==> config.mk <==
export PLATFORM = sky130hd
export DESIGN_NAME = pintdet_top
export DESIGN_NICKNAME = d
export VERILOG_FILES = /design/src/rtl/pintdet_pkg.sv /design/src/rtl/pintdet_sync.sv /design/src/rtl/pintdet_edge.sv /design/src/rtl/pintdet_chan.sv /design/src/rtl/pintdet_top.sv
export SDC_FILE = /design/constraint.sdc
export NUM_CORES = 1
export LEC_CHECK = 0
export BUFFER_PORTS_ARGS = -buffer_cell sky130_fd_sc_hd__buf_4
export CAP_MARGIN = 20
export CORE_MARGIN = 4
export CORE_UTILIZATION = 53
export DETAILED_ROUTE_END_ITERATION = 12
export GPL_ROUTABILITY_DRIVEN = 1
export PLACE_DENSITY = 0.78
export SYNTH_ARGS = -nofsm -noshare
export SYNTH_HDL_FRONTEND = slang
export SYNTH_SLANG_ARGS = --single-unit
==> constraint.sdc <==
create_clock -name clk -period 1.5 [get_ports clk]
set_input_delay 0 -clock clk [delete_from_list [all_inputs] [get_ports clk]]
set_output_delay 0 -clock clk [all_outputs]
set_load 0.05 [all_outputs]
==> src/rtl/pintdet_pkg.sv <==
package pintdet_pkg;

   localparam int MODE_W = 5;

   // mode values; bit 4 selects level sensing, bit 1 is falling/high, bit 0 rising
   localparam logic [MODE_W-1:0] MODE_OFF  = 5'h00;
   localparam logic [MODE_W-1:0] MODE_RISE = 5'h01;
   localparam logic [MODE_W-1:0] MODE_FALL = 5'h02;
   localparam logic [MODE_W-1:0] MODE_BOTH = 5'h03;
   localparam logic [MODE_W-1:0] MODE_LOW  = 5'h10;
   localparam logic [MODE_W-1:0] MODE_HIGH = 5'h12;

   typedef struct packed {
      logic level_sense;
      logic level_high;
      logic edge_rise;
      logic edge_fall;
   } chan_cfg_t;

   function automatic chan_cfg_t decode_mode(input logic [MODE_W-1:0] m);
      chan_cfg_t c;
      c = '0;
      case (m)
         MODE_RISE: c.edge_rise = 1'b1;
         MODE_FALL: c.edge_fall = 1'b1;
         MODE_BOTH: begin
            c.edge_rise = 1'b1;
            c.edge_fall = 1'b1;
         end
         MODE_LOW:  c.level_sense = 1'b1;
         MODE_HIGH: begin
            c.level_sense = 1'b1;
            c.level_high  = 1'b1;
         end
         default:   c = '0;
      endcase
      return c;
   endfunction

endpackage

==> src/rtl/pintdet_sync.sv <==
module pintdet_sync #(
   parameter int WIDTH  = 8,
   parameter int STAGES = 2
) (
   input  logic             clk,
   input  logic             rst_n,
   input  logic [WIDTH-1:0] d,
   output logic [WIDTH-1:0] q
);

   if (WIDTH < 1) begin : g_bad_width
      $error("pintdet_sync: WIDTH must be at least 1");
   end
   if (STAGES < 2) begin : g_bad_stages
      $error("pintdet_sync: STAGES must be at least 2");
   end

   logic [STAGES-1:0][WIDTH-1:0] chain_q;

   always_ff @(posedge clk or negedge rst_n) begin
      if (!rst_n) begin
         chain_q <= '0;
      end else begin
         chain_q <= {chain_q[STAGES-2:0], d};
      end
   end

   assign q = chain_q[STAGES-1];

endmodule

==> src/rtl/pintdet_edge.sv <==
module pintdet_edge #(
   parameter int WIDTH = 8
) (
   input  logic             clk,
   input  logic             rst_n,
   input  logic [WIDTH-1:0] lvl,
   output logic [WIDTH-1:0] rise_evt,
   output logic [WIDTH-1:0] fall_evt
);

   logic [WIDTH-1:0] hist_q;

   always_ff @(posedge clk or negedge rst_n) begin
      if (!rst_n) begin
         hist_q <= '0;
      end else begin
         hist_q <= lvl;
      end
   end

   assign rise_evt = lvl & ~hist_q;
   assign fall_evt = ~lvl & hist_q;

endmodule

==> src/rtl/pintdet_chan.sv <==
module pintdet_chan
   import pintdet_pkg::*;
(
   input  logic              clk,
   input  logic              rst_n,
   input  logic              cfg_we,
   input  logic [MODE_W-1:0] cfg_mode,
   input  logic              lvl,
   input  logic              rise_evt,
   input  logic              fall_evt,
   input  logic              clr_status,
   input  logic              clr_rise,
   input  logic              clr_fall,
   output logic              status,
   output logic              rise_flag,
   output logic              fall_flag
);

   chan_cfg_t cfg_q;
   logic      status_q;
   logic      rise_q;
   logic      fall_q;
   logic      cond;
   logic      rise_set;
   logic      fall_set;
   logic      status_d;

   always_ff @(posedge clk or negedge rst_n) begin
      if (!rst_n) begin
         cfg_q <= '0;
      end else if (cfg_we) begin
         cfg_q <= decode_mode(cfg_mode);
      end
   end

   assign cond     = cfg_q.level_high ? lvl : ~lvl;
   assign rise_set = rise_evt & cfg_q.edge_rise;
   assign fall_set = fall_evt & cfg_q.edge_fall;

   always_comb begin
      if (cfg_q.level_sense) begin
         status_d = cond;
      end else begin
         status_d = (status_q & ~clr_status) | rise_set | fall_set;
      end
   end

   always_ff @(posedge clk or negedge rst_n) begin
      if (!rst_n) begin
         status_q <= 1'b0;
         rise_q   <= 1'b0;
         fall_q   <= 1'b0;
      end else begin
         status_q <= status_d;
         rise_q   <= (rise_q & ~clr_rise) | rise_set;
         fall_q   <= (fall_q & ~clr_fall) | fall_set;
      end
   end

   assign status    = status_q;
   assign rise_flag = rise_q;
   assign fall_flag = fall_q;

   // level sensing tracks the pin condition of the previous cycle
   assert_level_track_R8: assert property (@(posedge clk) disable iff (!rst_n)
      $past(cfg_q.level_sense) |-> (status_q == $past(cond)));

   // edge sensing status holds until cleared
   assert_edge_sticky_R7: assert property (@(posedge clk) disable iff (!rst_n)
      $past(!cfg_q.level_sense && status_q && !clr_status) |-> status_q);

   // an event beats a simultaneous clear
   assert_rise_set_wins_R12: assert property (@(posedge clk) disable iff (!rst_n)
      $past(rise_set) |-> rise_q);

   assert_fall_set_wins_R12: assert property (@(posedge clk) disable iff (!rst_n)
      $past(fall_set) |-> fall_q);

   // a clear with no competing event empties the flag
   assert_rise_clear_R11: assert property (@(posedge clk) disable iff (!rst_n)
      $past(clr_rise && !rise_set) |-> !rise_q);

endmodule

==> src/rtl/pintdet_top.sv <==
module pintdet_top #(
   parameter int  CHANNELS    = 8,
   parameter int  SYNC_STAGES = 2,
   localparam int IDX_W       = (CHANNELS > 1) ? $clog2(CHANNELS) : 1
) (
   input  logic                clk,
   input  logic                rst_n,
   input  logic [CHANNELS-1:0] pin_in,
   input  logic                cfg_we,
   input  logic [IDX_W-1:0]    cfg_idx,
   input  logic [4:0]          cfg_mode,
   input  logic [CHANNELS-1:0] clr_status,
   input  logic [CHANNELS-1:0] clr_rise,
   input  logic [CHANNELS-1:0] clr_fall,
   output logic [CHANNELS-1:0] status,
   output logic [CHANNELS-1:0] rise_flag,
   output logic [CHANNELS-1:0] fall_flag,
   output logic [CHANNELS-1:0] irq
);

   if (CHANNELS < 1) begin : g_bad_channels
      $error("pintdet_top: CHANNELS must be at least 1");
   end

   logic [CHANNELS-1:0] pin_sync;
   logic [CHANNELS-1:0] rise_evt;
   logic [CHANNELS-1:0] fall_evt;

   pintdet_sync #(
      .WIDTH  (CHANNELS),
      .STAGES (SYNC_STAGES)
   ) i_sync (
      .clk   (clk),
      .rst_n (rst_n),
      .d     (pin_in),
      .q     (pin_sync)
   );

   pintdet_edge #(
      .WIDTH (CHANNELS)
   ) i_edge (
      .clk      (clk),
      .rst_n    (rst_n),
      .lvl      (pin_sync),
      .rise_evt (rise_evt),
      .fall_evt (fall_evt)
   );

   for (genvar i = 0; i < CHANNELS; i++) begin : g_chan
      logic we_i;
      assign we_i = cfg_we && (cfg_idx == IDX_W'(i));

      pintdet_chan i_chan (
         .clk        (clk),
         .rst_n      (rst_n),
         .cfg_we     (we_i),
         .cfg_mode   (cfg_mode),
         .lvl        (pin_sync[i]),
         .rise_evt   (rise_evt[i]),
         .fall_evt   (fall_evt[i]),
         .clr_status (clr_status[i]),
         .clr_rise   (clr_rise[i]),
         .clr_fall   (clr_fall[i]),
         .status     (status[i]),
         .rise_flag  (rise_flag[i]),
         .fall_flag  (fall_flag[i])
      );
   end

   assign irq = status;

endmodule

# Yosys cells after proc, flatten, opt, wreduce, memory -nomap -nowiden
# Index checks and enable logic that the tools add are counted.
[word_totals]
reg_bits = 80
latchBits = 0
ramBits = 0
mem_bits_ro = 0
in_bits = 43
output_inout_bits = 32
elab_cells = 211
memories = 0
[classes]
n_addsub = 0
n_mul = 0
n_div = 0
n_lt_le_gt_ge = 0
n_eq_ne = 12
shift = 0
muxes = 20
n_bitwise = 108
n_reduce_logical = 12
[op_table]
columns = ["op", "n"]
rows = [
  ["$and A1 B1 Y1", 40],
  ["$not A1 Y1", 32],
  ["$or A1 B1 Y1", 32],
  ["$mux W1", 20],
  ["$and A8 B8 Y8", 2],
  ["$not A8 Y8", 2],
  ["$eq A3 B3 Y1 const B", 4],
  ["$eq A5 B2 Y1 const B", 2],
  ["$eq A5 B5 Y1 const B", 2],
  ["$logic_and A1 B1 Y1", 8],
  ["$eq A3 B2 Y1 const B", 2],
  ["$reduce_or A2 Y1", 3],
  ["$eq A5 B1 Y1 const B", 1],
  ["$eq A3 B1 Y1 const B", 1],
  ["$logic_not A3 Y1", 1],
]

# Depth between registers and ports, before layout
[depth]
ltp_word = 6
mapped_depth = 3
ltp_nobuf = 3

# Cells and area by module
# A second synthesis with hierarchy kept.
[unflattened]
hier_cells = 288
area_unflattened_um2 = 3389.5
[by_module_without_submodules]
columns = ["module", "n_inst", "cells_each", "area_per_inst_um2", "seq_area_each_um2"]
rows = [
  ["pintdet_chan", 8, 28, 304.0, 175.2],
  ["pintdet_sync", 1, 24, 460.4, 400.4],
  ["pintdet_edge", 1, 24, 340.3, 200.2],
  ["pintdet_top", 1, 16, 156.4, 0.0],
]

# Worst setup path before layout
# Ideal clock, no wire load.
[synth_path]
kind = "reg2reg"
from = "register i_sync.chain_q, in the netlist i_sync.q[0]"
to = "register g_chan[0].i_chan.status_q"
arrival_time_ps = 904
setup_slack_ps = 463
stages_incl_launch_ff = 4
path_buffers = 0
period_less_slack_ps = 1037
cell_sequence = "dfrtp_1 > and3b_1 > o41ai_1 > a21oi_1"
[synth_via]
elab_chain_cells = 5
[synth_rtl]
columns = ["element", "line_no", "text"]
rows = [
  ["from (decl)", "pintdet_sync.sv:18", "logic [STAGES-1:0][WIDTH-1:0] chain_q;"],
  ["from (signal assigned)", "pintdet_sync.sv:24", "chain_q <= {chain_q[STAGES-2:0], d};"],
  ["$and A8 B8 Y8 / $not A8 Y8 (equally long branches)", "pintdet_edge.sv:21, pintdet_edge.sv:22", ""],
  ["$and A1 B1 Y1 / $and A8 B8 Y8 (equally long branches)", "pintdet_chan.sv:37, pintdet_edge.sv:22", ""],
  ["$or A1 B1 Y1 / $and A1 B1 Y1 (equally long branches)", "pintdet_chan.sv:44, pintdet_chan.sv:38", ""],
  ["$or A1 B1 Y1", "pintdet_chan.sv:44", "status_d = (status_q & ~clr_status) | rise_set | fall_set;"],
  ["$mux W1 (*)", "pintdet_chan.sv:41", "if (cfg_q.level_sense) begin"],
  ["net g_chan[0].i_chan.status_d", "pintdet_chan.sv:26", "logic status_d;"],
  ["to (signal assigned)", "pintdet_chan.sv:54", "status_q <= status_d;"],
  ["to (decl)", "pintdet_chan.sv:20", "logic status_q;"],
]
# The timed path passes the listed nets; every way through them passes the cells marked *.
# A chain may end at the register's enable or synchronous reset.

# Final worst setup path
[layout_path]
from = "register i_sync.chain_q, in the netlist i_sync.q[4]"
to = "register g_chan[4].i_chan.status_q"
[layout_via]
elab_chain_cells = 5
[layout_rtl]
columns = ["element", "line_no"]
rows = [
  ["$and A8 B8 Y8 / $not A8 Y8 (equally long branches)", "pintdet_edge.sv:21, pintdet_edge.sv:22"],
  ["$and A1 B1 Y1 / $and A8 B8 Y8 (equally long branches)", "pintdet_chan.sv:37, pintdet_edge.sv:22"],
  ["$or A1 B1 Y1 / $and A1 B1 Y1 (equally long branches)", "pintdet_chan.sv:44, pintdet_chan.sv:38"],
  ["$or A1 B1 Y1", "pintdet_chan.sv:44"],
  ["$mux W1 (*)", "pintdet_chan.sv:41"],
  ["net g_chan[4].i_chan.status_d", "pintdet_chan.sv:26"],
  ["to (signal assigned)", "pintdet_chan.sv:54"],
  ["to (decl)", "pintdet_chan.sv:20"],
]
# Marked as above.

==> impl_metrics.json <==
{
  "start_util_pct": 55.8,
  "first_global_vias": 2390,
  "hold_class": "in2reg",
  "htreeDepth": 3,
  "cts.sinks": 80,
  "switching_power_w": 0.00116,
  "cts_hold_buffers": 25,
  "placed_area_um2": 3800,
  "crit_end": "g_chan[4].i_chan.status",
  "dieArea_um2": 7680,
  "ant_nets": 0,
  "grtUsageTotal_pct": 18.2,
  "fin_ws_ns": 0.340,
  "wirelength_um": 6260,
  "cts.clk_slew.worst_paths_ns": 0.08,
  "ff2ff_path_depth": 3,
  "rsz0062_at_grt": "no",
  "p_seq_share_pct": 51.9,
  "top_level_ports": 75,
  "seq_area_frac_synth_pct": 59.6,
  "grt_max_degree": 41,
  "syn_to_final_growth_pct": 26.2,
  "grt_pass1_wl_um": 10800,
  "synthesis.area_um2": 3360,
  "clock-root-buffer": "clkbuf_8",
  "p_comb_share_pct": 14.9,
  "worstSetupPathType": "reg2reg",
  "drtIter0Drc": 105,
  "drv_slew": 0,
  "drv_cap": 0,
  "core_um2": 6030,
  "ys_ff_latch": 80,
  "cts_tree": "done",
  "swShare_pct": 25.6,
  "cp.required_ns": 1.71,
  "wl_met2_um": 3200,
  "nets": 415,
  "synthArstFlopShare_pct": 100,
  "synth_top_area_share_pct": 59.6,
  "intPower_w": 0.00336,
  "synth_flop_cell": "dfrtp_1",
  "drt_pass1_iterations": 4,
  "fin_area_um2": 4240,
  "dr_wl_met3_um": 298,
  "cp.arrival_ns": 1.37,
  "top_layer_used": "met4",
  "postCtsSetupBuffers": 0,
  "diodes": 0,
  "dp_hpwl_um": 4460,
  "preCtsSetupSlack_ns": 0.277,
  "period_needed_ns": 1.16,
  "vias": 2281,
  "fmax_mhz": 862,
  "setup_viol": 0,
  "synthTopCellsByCount": "80 x dfrtp_1, 36 x nand2_1, 32 x buf_4",
  "p_leak_nw": 2.13,
  "status": "complete, no violations",
  "io_buffers": 74,
  "synthesis.nets": 334,
  "cts_max_path_buffers": 2,
  "r2r_end": "g_chan[4].i_chan.status",
  "rrSetupSlack_ns": 0.34,
  "path_max_fanout": 5,
  "endpoint_kind": "flip-flop",
  "num_rows": 28,
  "met1_length_um": 2620,
  "fp.dieW_um": 87.6,
  "globalRouteOverflowTotal": 0,
  "critPathLaunch": "i_sync.q[4]",
  "synth.avg_cell_area_um2": 11.5,
  "relSlewSlack_pct": 72.8,
  "ir_worst_vdd_mv": 0.659,
  "clk-insertion-delay-late_ns": 0.34,
  "numCtsBuffers": 9,
  "die_h_um": 87.6,
  "drc": 0,
  "wire_per_inst_um": 13.9,
  "ys_top_cells_by_area": "dfrtp_1 60%, buf_4 7.1%, mux2_2 5.4%",
  "start_kind": "flip-flop",
  "power_frac_clock_pct": 33.2,
  "finalCritPeriodShare_pct": 77.3,
  "synth_area_leader_cell": "dfrtp_1",
  "tightest_slew_ns": 0.404,
  "grt_antenna_before_repair": 0,
  "synth-warning-count": 0,
  "drive_gt1_share_pct": 29.5,
  "ys_types": 22,
  "r2r_start": "i_sync.q[4]",
  "hold_viol": 0,
  "synth_edf_count": 0,
  "cts_resized": 0,
  "postSynthCellCount": 291,
  "fin_tns_setup_ns": 0,
  "finalClockSkew_ns": 0.00671,
  "synth.most_common_cell": "dfrtp_1",
  "via_per_inst": 5.06,
  "gp_congestion": 0.792,
  "power_density_nw_per_um2": 1070,
  "fillers": 441
}
-- worst max-delay path, cell delays in order, from the launching register on --
cell and delay (ns):
dfrtp_1 0.41, and3b_1 0.23, o41ai_1 0.33, a21oi_1 0.07
-- how the worst min path moves through the flow --
stage,cells past startpoint,to,slack (ns),from
6_report,3,g_chan[5].i_chan.cfg_q[2],0.02,cfg_mode[1]
5_1_grt,3,g_chan[6].i_chan.cfg_q[2],0.01,cfg_mode[1]
4_1_cts,3,g_chan[6].i_chan.cfg_q[2],0.01,cfg_mode[1]
3_5_place_dp,1,g_chan[0].i_chan.fall_flag,-0.09,rst_n
3_3_place_gp,1,g_chan[0].i_chan.fall_flag,-0.09,rst_n
2_1_floorplan,0,g_chan[0].i_chan.cfg_q[0],-0.30,rst_n
-- cell usage in the layout, fill, tap and decap left out, drive strengths merged --
| cell type | instances |
|---|---|
| a21o | 8 |
| a21oi | 8 |
| and2 | 3 |
| and3b | 8 |
| buf | 77 |
| bufinv | 1 |
| clkbuf | 12 |
| clkinv | 1 |
| clkinvlp | 1 |
| dfrtp | 80 |
| dlygate4sd3 | 25 |
| inv | 24 |
| mux2 | 16 |
| nand2 | 36 |
| nand2b | 1 |
| nand3b | 8 |
| nand4 | 1 |
| nand4b | 3 |
| nor2b | 16 |
| nor3 | 3 |
| nor3b | 2 |
| nor4b | 1 |
| o21ai | 24 |
| o31ai | 8 |
| o41ai | 8 |
| or4b | 1 |
-- registers in the layout (all words and copies together) (netlist names) --
signal,cells
g_chan.i_chan.status,8
g_chan.i_chan.rise_flag,8
i_sync.q,8
i_edge.hist_q,8
i_sync.chain_q,8
g_chan.i_chan.cfg_q,32
g_chan.i_chan.fall_flag,8
-- layer usage --
layer | track usage, % | vias to the layer above
li1 | - | 1124
met1 | 21.7 | 1089
met2 | 29.9 | 54
met3 | 4.89 | 14
met4 | 9.76 | 0
met5 | 0 | -
-- cell families after synthesis --
logic type	Yosys count	share of synthesized area [%]
AND/OR/NAND/NOR	83	14.8
buffers and inverters	56	9.83
AO/OA/AOI/OAI	56	10.4
multiplexers	16	5.36
flip-flops	80	59.6
-- through the flow --
step | cells | total power [W] | utilization, % | hold WS, ns
after floorplan | 291 | 0.00281 | - | -0.296
after global placement | 411 | 0.00299 | 63.1 | -0.0941
after detailed placement | 411 | 0.00301 | 63.1 | -0.0932
after CTS | 451 | 0.00457 | 70.4 | 0.0131
after global routing | 451 | 0.00474 | 70.4 | 0.0145
final | 451 | 0.00452 | 70.4 | 0.0228
-- power groups by stage --
stage	Clock, W	Combinational, W	Sequential [W]
after floorplan	0	0.000443	0.00237
after global placement	0	0.000610	0.00238
after detailed placement	0	0.000624	0.00239
after CTS	0.00154	0.000678	0.00235
after global routing	0.00165	0.000729	0.00236
final	0.00150	0.000672	0.00235
-- final cells by class --
type | count | area [um^2] | area share [%]
clock buffers | 12 | 145 | 3.42
well taps | 75 | 93.8 | 2.21
flip-flops and latches | 80 | 2000 | 47.2
multi-input cells | 155 | 1030 | 24.2
inverters | 24 | 90.1 | 2.12
repair buffers | 102 | 841 | 19.8
clock inverters | 3 | 42.5 | 1.00
Power figures use the tool's default switching activity.
